[src/rtl/fbg_pkg.sv]
package fbg_pkg;
  localparam logic [7:0] OFS_PRESCALE = 8'h30;
  localparam logic [7:0] OFS_STEP     = 8'h34;
  localparam logic [7:0] OFS_MODULUS  = 8'h38;

  typedef enum logic [1:0] {
    SEL_NONE,
    SEL_PRESCALE,
    SEL_STEP,
    SEL_MODULUS
  } reg_sel_e;

  function automatic reg_sel_e decode_offset(input logic [7:0] ofs);
    case (ofs)
      OFS_PRESCALE: decode_offset = SEL_PRESCALE;
      OFS_STEP:     decode_offset = SEL_STEP;
      OFS_MODULUS:  decode_offset = SEL_MODULUS;
      default:      decode_offset = SEL_NONE;
    endcase
  endfunction
endpackage

[src/rtl/fbg_regs.sv]
module fbg_regs
  import fbg_pkg::*;
#(
  parameter int ADDR_W   = 8,
  parameter int DATA_W   = 32,
  parameter int FRAC_W   = 24,
  parameter int PS_W     = 8,
  parameter int PS_RESET = 16
) (
  input  logic              clk,
  input  logic              rst,
  input  logic              wr_en,
  input  logic [ADDR_W-1:0] wr_addr,
  input  logic [DATA_W-1:0] wr_data,
  input  logic [ADDR_W-1:0] rd_addr,
  output logic [DATA_W-1:0] rd_data,
  output logic [PS_W-1:0]   prescale,
  output logic [FRAC_W-1:0] step,
  output logic [FRAC_W-1:0] modulus,
  output logic              cfg_restart
);
  localparam int PS_PAD   = DATA_W - PS_W;
  localparam int FRAC_PAD = DATA_W - FRAC_W;

  reg_sel_e wr_sel;
  reg_sel_e rd_sel;

  assign wr_sel      = wr_en ? decode_offset(8'(wr_addr)) : SEL_NONE;
  assign rd_sel      = decode_offset(8'(rd_addr));
  assign cfg_restart = (wr_sel != SEL_NONE);

  always_ff @(posedge clk) begin
    if (rst) begin
      prescale <= PS_W'(PS_RESET);
      step     <= '0;
      modulus  <= '0;
    end else begin
      case (wr_sel)
        SEL_PRESCALE: prescale <= wr_data[PS_W-1:0];
        SEL_STEP:     step     <= wr_data[FRAC_W-1:0];
        SEL_MODULUS:  modulus  <= wr_data[FRAC_W-1:0];
        default: ;
      endcase
    end
  end

  always_ff @(posedge clk) begin
    if (rst) begin
      rd_data <= '0;
    end else begin
      case (rd_sel)
        SEL_PRESCALE: rd_data <= {{PS_PAD{1'b0}}, prescale};
        SEL_STEP:     rd_data <= {{FRAC_PAD{1'b0}}, step};
        SEL_MODULUS:  rd_data <= {{FRAC_PAD{1'b0}}, modulus};
        default:      rd_data <= '0;
      endcase
    end
  end

  // a write outside the map leaves every register untouched
  assert_unmapped_quiet_R8: assert property (@(posedge clk) disable iff (rst)
    (wr_en && !cfg_restart) |=> ($stable(prescale) && $stable(step) && $stable(modulus)));
endmodule

[src/rtl/fbg_phase_acc.sv]
module fbg_phase_acc #(
  parameter int FRAC_W = 24
) (
  input  logic              clk,
  input  logic              rst,
  input  logic              restart,
  input  logic [FRAC_W-1:0] step,
  input  logic [FRAC_W-1:0] modulus,
  output logic              pulse
);
  localparam int SUM_W = FRAC_W + 1;

  logic [FRAC_W-1:0] acc_q;
  logic [SUM_W-1:0]  sum;
  logic [SUM_W-1:0]  mod_ext;
  logic              cfg_ok;
  logic              wrap;

  assign cfg_ok  = (modulus != '0) && (step <= modulus);
  assign sum     = {1'b0, acc_q} + {1'b0, step};
  assign mod_ext = {1'b0, modulus};
  assign wrap    = (sum >= mod_ext);

  always_ff @(posedge clk) begin
    if (rst || restart || !cfg_ok) begin
      acc_q <= '0;
      pulse <= 1'b0;
    end else if (wrap) begin
      acc_q <= FRAC_W'(sum - mod_ext);
      pulse <= 1'b1;
    end else begin
      acc_q <= FRAC_W'(sum);
      pulse <= 1'b0;
    end
  end

  // the phase stays strictly below the modulus while running
  assert_phase_bounded_R2: assert property (@(posedge clk) disable iff (rst)
    (cfg_ok && !restart) |=> (acc_q < $past(modulus)));
  // an unusable setting yields no enable and a cleared phase
  assert_invalid_silent_R4: assert property (@(posedge clk) disable iff (rst)
    !cfg_ok |=> (!pulse && acc_q == '0));
  // equal step and modulus gives an enable on every cycle
  assert_full_rate_R3: assert property (@(posedge clk) disable iff (rst)
    (cfg_ok && step == modulus && !restart) |=> pulse);
endmodule

[src/rtl/fbg_prescaler.sv]
module fbg_prescaler #(
  parameter int PS_W = 8
) (
  input  logic            clk,
  input  logic            rst,
  input  logic            restart,
  input  logic            pulse_in,
  input  logic [PS_W-1:0] prescale,
  output logic            tick
);
  logic [PS_W-1:0] cnt_q;
  logic [PS_W-1:0] ps_eff;
  logic            last;

  assign ps_eff = (prescale == '0) ? PS_W'(1) : prescale;
  assign last   = (cnt_q == ps_eff - PS_W'(1));

  always_ff @(posedge clk) begin
    if (rst || restart) begin
      cnt_q <= '0;
      tick  <= 1'b0;
    end else if (pulse_in) begin
      cnt_q <= last ? '0 : cnt_q + PS_W'(1);
      tick  <= last;
    end else begin
      tick  <= 1'b0;
    end
  end

  // a bit tick always follows an enable pulse
  assert_tick_after_pulse_R5: assert property (@(posedge clk) disable iff (rst)
    tick |-> $past(pulse_in));
  // the count never reaches the effective prescale (zero counts as one)
  assert_count_in_range_R6: assert property (@(posedge clk) disable iff (rst)
    cnt_q < ps_eff);
  // a register write clears the count and holds off the tick
  assert_restart_clears_R7: assert property (@(posedge clk) disable iff (rst)
    restart |=> (!tick && cnt_q == '0));
endmodule

[src/rtl/frac_baud_gen.sv]
module frac_baud_gen #(
  parameter int ADDR_W   = 8,
  parameter int DATA_W   = 32,
  parameter int FRAC_W   = 24,
  parameter int PS_W     = 8,
  parameter int PS_RESET = 16
) (
  input  logic              clk,
  input  logic              rst,
  input  logic              wr_en,
  input  logic [ADDR_W-1:0] wr_addr,
  input  logic [DATA_W-1:0] wr_data,
  input  logic [ADDR_W-1:0] rd_addr,
  output logic [DATA_W-1:0] rd_data,
  output logic              sample_en,
  output logic              bit_tick
);
  logic [PS_W-1:0]   prescale;
  logic [FRAC_W-1:0] step;
  logic [FRAC_W-1:0] modulus;
  logic              cfg_restart;

  fbg_regs #(
    .ADDR_W(ADDR_W), .DATA_W(DATA_W), .FRAC_W(FRAC_W),
    .PS_W(PS_W), .PS_RESET(PS_RESET)
  ) u_regs (
    .clk(clk), .rst(rst),
    .wr_en(wr_en), .wr_addr(wr_addr), .wr_data(wr_data),
    .rd_addr(rd_addr), .rd_data(rd_data),
    .prescale(prescale), .step(step), .modulus(modulus),
    .cfg_restart(cfg_restart)
  );

  fbg_phase_acc #(.FRAC_W(FRAC_W)) u_acc (
    .clk(clk), .rst(rst), .restart(cfg_restart),
    .step(step), .modulus(modulus), .pulse(sample_en)
  );

  fbg_prescaler #(.PS_W(PS_W)) u_ps (
    .clk(clk), .rst(rst), .restart(cfg_restart),
    .pulse_in(sample_en), .prescale(prescale), .tick(bit_tick)
  );

  // outputs are quiet in the first cycle after reset
  assert_quiet_after_reset_R1: assert property (@(posedge clk)
    $fell(rst) |-> (!sample_en && !bit_tick));
endmodule

[config.mk]
export PLATFORM = sky130hd
export DESIGN_NAME = frac_baud_gen
export DESIGN_NICKNAME = d
export VERILOG_FILES = /design/src/rtl/fbg_pkg.sv /design/src/rtl/fbg_regs.sv /design/src/rtl/fbg_phase_acc.sv /design/src/rtl/fbg_prescaler.sv /design/src/rtl/frac_baud_gen.sv
export SDC_FILE = /design/constraint.sdc
export NUM_CORES = 1
export LEC_CHECK = 0
export BUFFER_PORTS_ARGS = -buffer_cell sky130_fd_sc_hd__buf_4
export CAP_MARGIN = 5
export CORE_ASPECT_RATIO = 1.2
export CORE_UTILIZATION = 36
export DETAILED_ROUTE_END_ITERATION = 8
export SETUP_SLACK_MARGIN = 0.15
export SLEW_MARGIN = 15
export SYNTH_ARGS = -nofsm -noshare
export SYNTH_HDL_FRONTEND = slang
export SYNTH_SLANG_ARGS = --single-unit
[constraint.sdc]
create_clock -name clk -period 8.58 [get_ports clk]
set_input_delay 1.716 -clock clk [delete_from_list [all_inputs] [get_ports clk]]
set_output_delay 1.716 -clock clk [all_outputs]
set_load 0.01 [all_outputs]
==> impl_metrics.toml <==
[run_status]
status = "finished, final reports clean"

[drt]
vias = 6618
ant_nets = 0
viasPerCell = 5.41
routed_wl_um = 20100
wl_per_cell_um = 16.5
post-route-drc-count = 0
drt_iter0_markers = 577
firstDrtPassIters = 7

[hold_path]
hold_path_depth = 2
holdCritPathClass = "register to register"

[sta]
fin_tns_setup_ns = 0
final-hold-violation-count = 0
period_share_pct = 64.4
maxSlewHeadroom_pct = 29.8
whs_ns = 0.546
grt_setup_unrepaired = "no"
finalCriticalPeriod_ns = 5.53
worst_slew_pin_slew_ns = 1.05
setup_viol = 0
max_freq_ghz = 0.181
skew_ns = 0.0203
slew_viol_final = 0

[power]
vdd_ir_drop_max_uv = 117
power_density_nw_per_um2 = 146
p_leak_nw = 3.99

[synthesis]
synth_fa_ha_area_share_pct = 13.0
synth.yosys.seq_area_share_pct = 30.8
synth_compound_area_share_pct = 19.9
synth_top_family_by_area = "compound AO/OA/AOI/OAI gates"
synth_cells = 880
synth-simple-area-share_pct = 17.8
ys_types = 71
ys_ff_latch = 114
yosysTopAreaCell = "dfxtp_1"
async_flop_share_pct = 0
synthMuxAreaShare_pct = 7.96
syn_area_per_cell_sq_um = 8.43
synthTopCellsByArea = "dfxtp_1 (31%), ha_1 (12%), mux2i_1 (8.0%)"
synth_edf_count = 0
synthXorXnorAreaFrac_pct = 5.91
yosysTopAreaCellShare_pct = 30.8
synth_warnings = 0
ys.flop_type = "dfxtp_1"
syn_area_sq_um = 7410

[floorplanning]
die_h_um = 159
die_width_um = 133
die-area_sq_um = 21200
io_pins = 85
core-area_sq_um = 20200
row_count = 57
start_util_pct = 36.7

[finish]
fin_nets = 1072
drive_above_1_share_pct = 12.5
area_growth_pct = 17.8
nFillCells = 2003
seqCellArea_sq_um = 2280
multiInputGateArea_sq_um = 4830
n_antenna_cell = 0
final_area_sq_um = 8730

[worst_setup_path]
cp.required_ns = 8.86
cp-end-kind = "register"
startpoint = "u_regs.step[0]"
reg2reg_depth = 20
worstReg2RegEnd = "u_acc.acc_q[22]"
reg2reg_slack_ns = 3.05
reg2reg_from = "u_regs.step[0]"
worstSetupEndpoint = "u_acc.acc_q[22]"
cp_max_fo = 21
path_class = "register to register"
cp-start-kind = "register"
cp.arrival_ns = 5.81

[clock_network]
cts_tree = "built"
cts.clk_slew.worst_paths_ns = 0.06
h-tree-depth = 4
cts_sinks = 114
cts_buffers = 17
clk_latency_ns = 0.43
cts_max_path_buffers = 2
cts_resized = 0
ctsHoldBuffers = 0
cts-root-buf = "clkbuf_16"
cts_setup_buffers = 0

[placement]
dp_hpwl_um = 15300
io_buffers = 68
gp_congestion = 0.866
place_area_sq_um = 8160

[global_routing]
grt_pass1_wl_um = 33500
grt_overflow_total = 0
grtUsageTotal_pct = 19.8
grt_max_degree = 59
antenna_found_initial = 0
grt_pass1_vias = 6543

[job]
maxCapViolations = 0
placed cells by master, fill, tap and decap left out, drive strengths merged, types with 4 or more instances in the layout:
master,n
clkinv,7
o21bai,5
a31oi,9
buf,73
xor2,22
nand3,20
nor4,9
a211o,4
nor2,128
o31ai,6
ha,74
nand2b,5
a21oi,54
a211oi,18
a222oi,8
o21a,9
and2,5
a21o,21
o21ai,31
inv,47
nor3,16
nor2b,5
nand4,10
xnor2,28
clkbuf,19
mux2i,59
nand2,59
a22oi,16
o311ai,4
and3,12
conb,8
dfxtp,114
per-stage QoR:
stage          total power, W  std cells  setup slack, ns  util, %
2_1_floorplan        0.000569        887             3.98        -
3_3_place_gp         0.000591       1191             3.13     40.4
3_5_place_dp         0.000591       1191             3.02     40.4
4_1_cts               0.00129       1223             3.04     43.3
5_1_grt               0.00131       1223             2.69     43.3
6_report              0.00128       1223             3.05     43.3
area by class of cell:
class | instances | share of cell area (%)
clock buffers | 19 | 4.96
clock inverters | 13 | 1.58
flip-flops and latches | 114 | 26.1
inverters | 46 | 1.98
multi-input cells | 693 | 55.3
repair buffers | 73 | 6.28
well taps | 265 | 3.80
cells in the mapped netlist (all sizes together), types with 3 or more instances:
master	instances
xnor2	28
or3	3
nand2b	5
a21oi	54
a211oi	18
a31oi	9
o311ai	4
or2	3
o31ai	6
nand3	20
buf	14
a211o	4
a222oi	8
a22oi	16
nor4	9
mux2i	59
nor3b	3
and2	5
nand2	59
inv	46
nor2b	5
o2111ai	3
a2111o	3
nor3	16
nand4	10
o21ai	31
clkbuf	20
and3	12
o21bai	5
xor2	22
o22ai	3
o21a	9
a21o	21
nor2	128
ha	74
dfxtp	114
worst min path at each step:
stage                              from            end  slack, ns
after floorplan           u_ps.cnt_q[7]  u_ps.cnt_q[7]       0.50
after global placement    u_ps.cnt_q[7]  u_ps.cnt_q[7]       0.52
after detailed placement  u_ps.cnt_q[7]  u_ps.cnt_q[7]       0.54
after CTS                 u_ps.cnt_q[7]  u_ps.cnt_q[7]       0.55
after global routing      u_ps.cnt_q[7]  u_ps.cnt_q[7]       0.58
final                     u_ps.cnt_q[7]  u_ps.cnt_q[7]       0.55
sequential cells by signal (all words and copies together) (netlist names):
name / flops
u_ps.cnt_q: 8
u_ps.tick: 1
u_regs.modulus: 24
u_regs.rd_data: 24
u_acc.acc_q: 24
u_regs.prescale: 8
u_acc.pulse: 1
u_regs.step: 24
worst max-delay path: stages, from the launching register on:
cell	delay, ns
dfxtp_1	0.40
ha_1	0.22
inv_1	0.06
fa_1	0.41
nor2b_1	0.20
o31ai_2	0.12
a21o_1	0.18
a211oi_1	0.55
a221o_1	0.41
a31o_2	0.20
xnor2_1	0.14
inv_1	0.06
ha_1	0.33
and3_1	0.25
a22o_1	0.23
a2111oi_0	0.41
o31ai_1	0.18
a311o_1	0.42
buf_4	0.27
o21ai_0	0.21
o22ai_1	0.15
power breakdown:
group          internal (W)  leakage [nW]  switching (W)
clock              0.000427         0.273       0.000270
sequential         0.000530         0.918    0.000000922
combinational     0.0000227          2.80      0.0000260
layer usage:
layer / GRT usage (%) / wire length, um / share of wire (%)
met4: 6.27 / 344 / 1.7
met1: 24.3 / 8920 / 44
met3: 3.18 / 678 / 3.4
met5: 0 / 0 / 0
met2: 35.1 / 10200 / 51
kinds of logic (layout without fill, tap and decap cells):
kind of cell	after synthesis	in the layout
buffers and inverters	80	151
muxes	59	59
adders and majority gates	76	76
AOI/OAI and AO/OA	213	213
other	1	8
xor gates and xnor gates	50	50
DFF	114	114
and+or+nand+nor	287	287
Power figures use the tool's default switching activity.
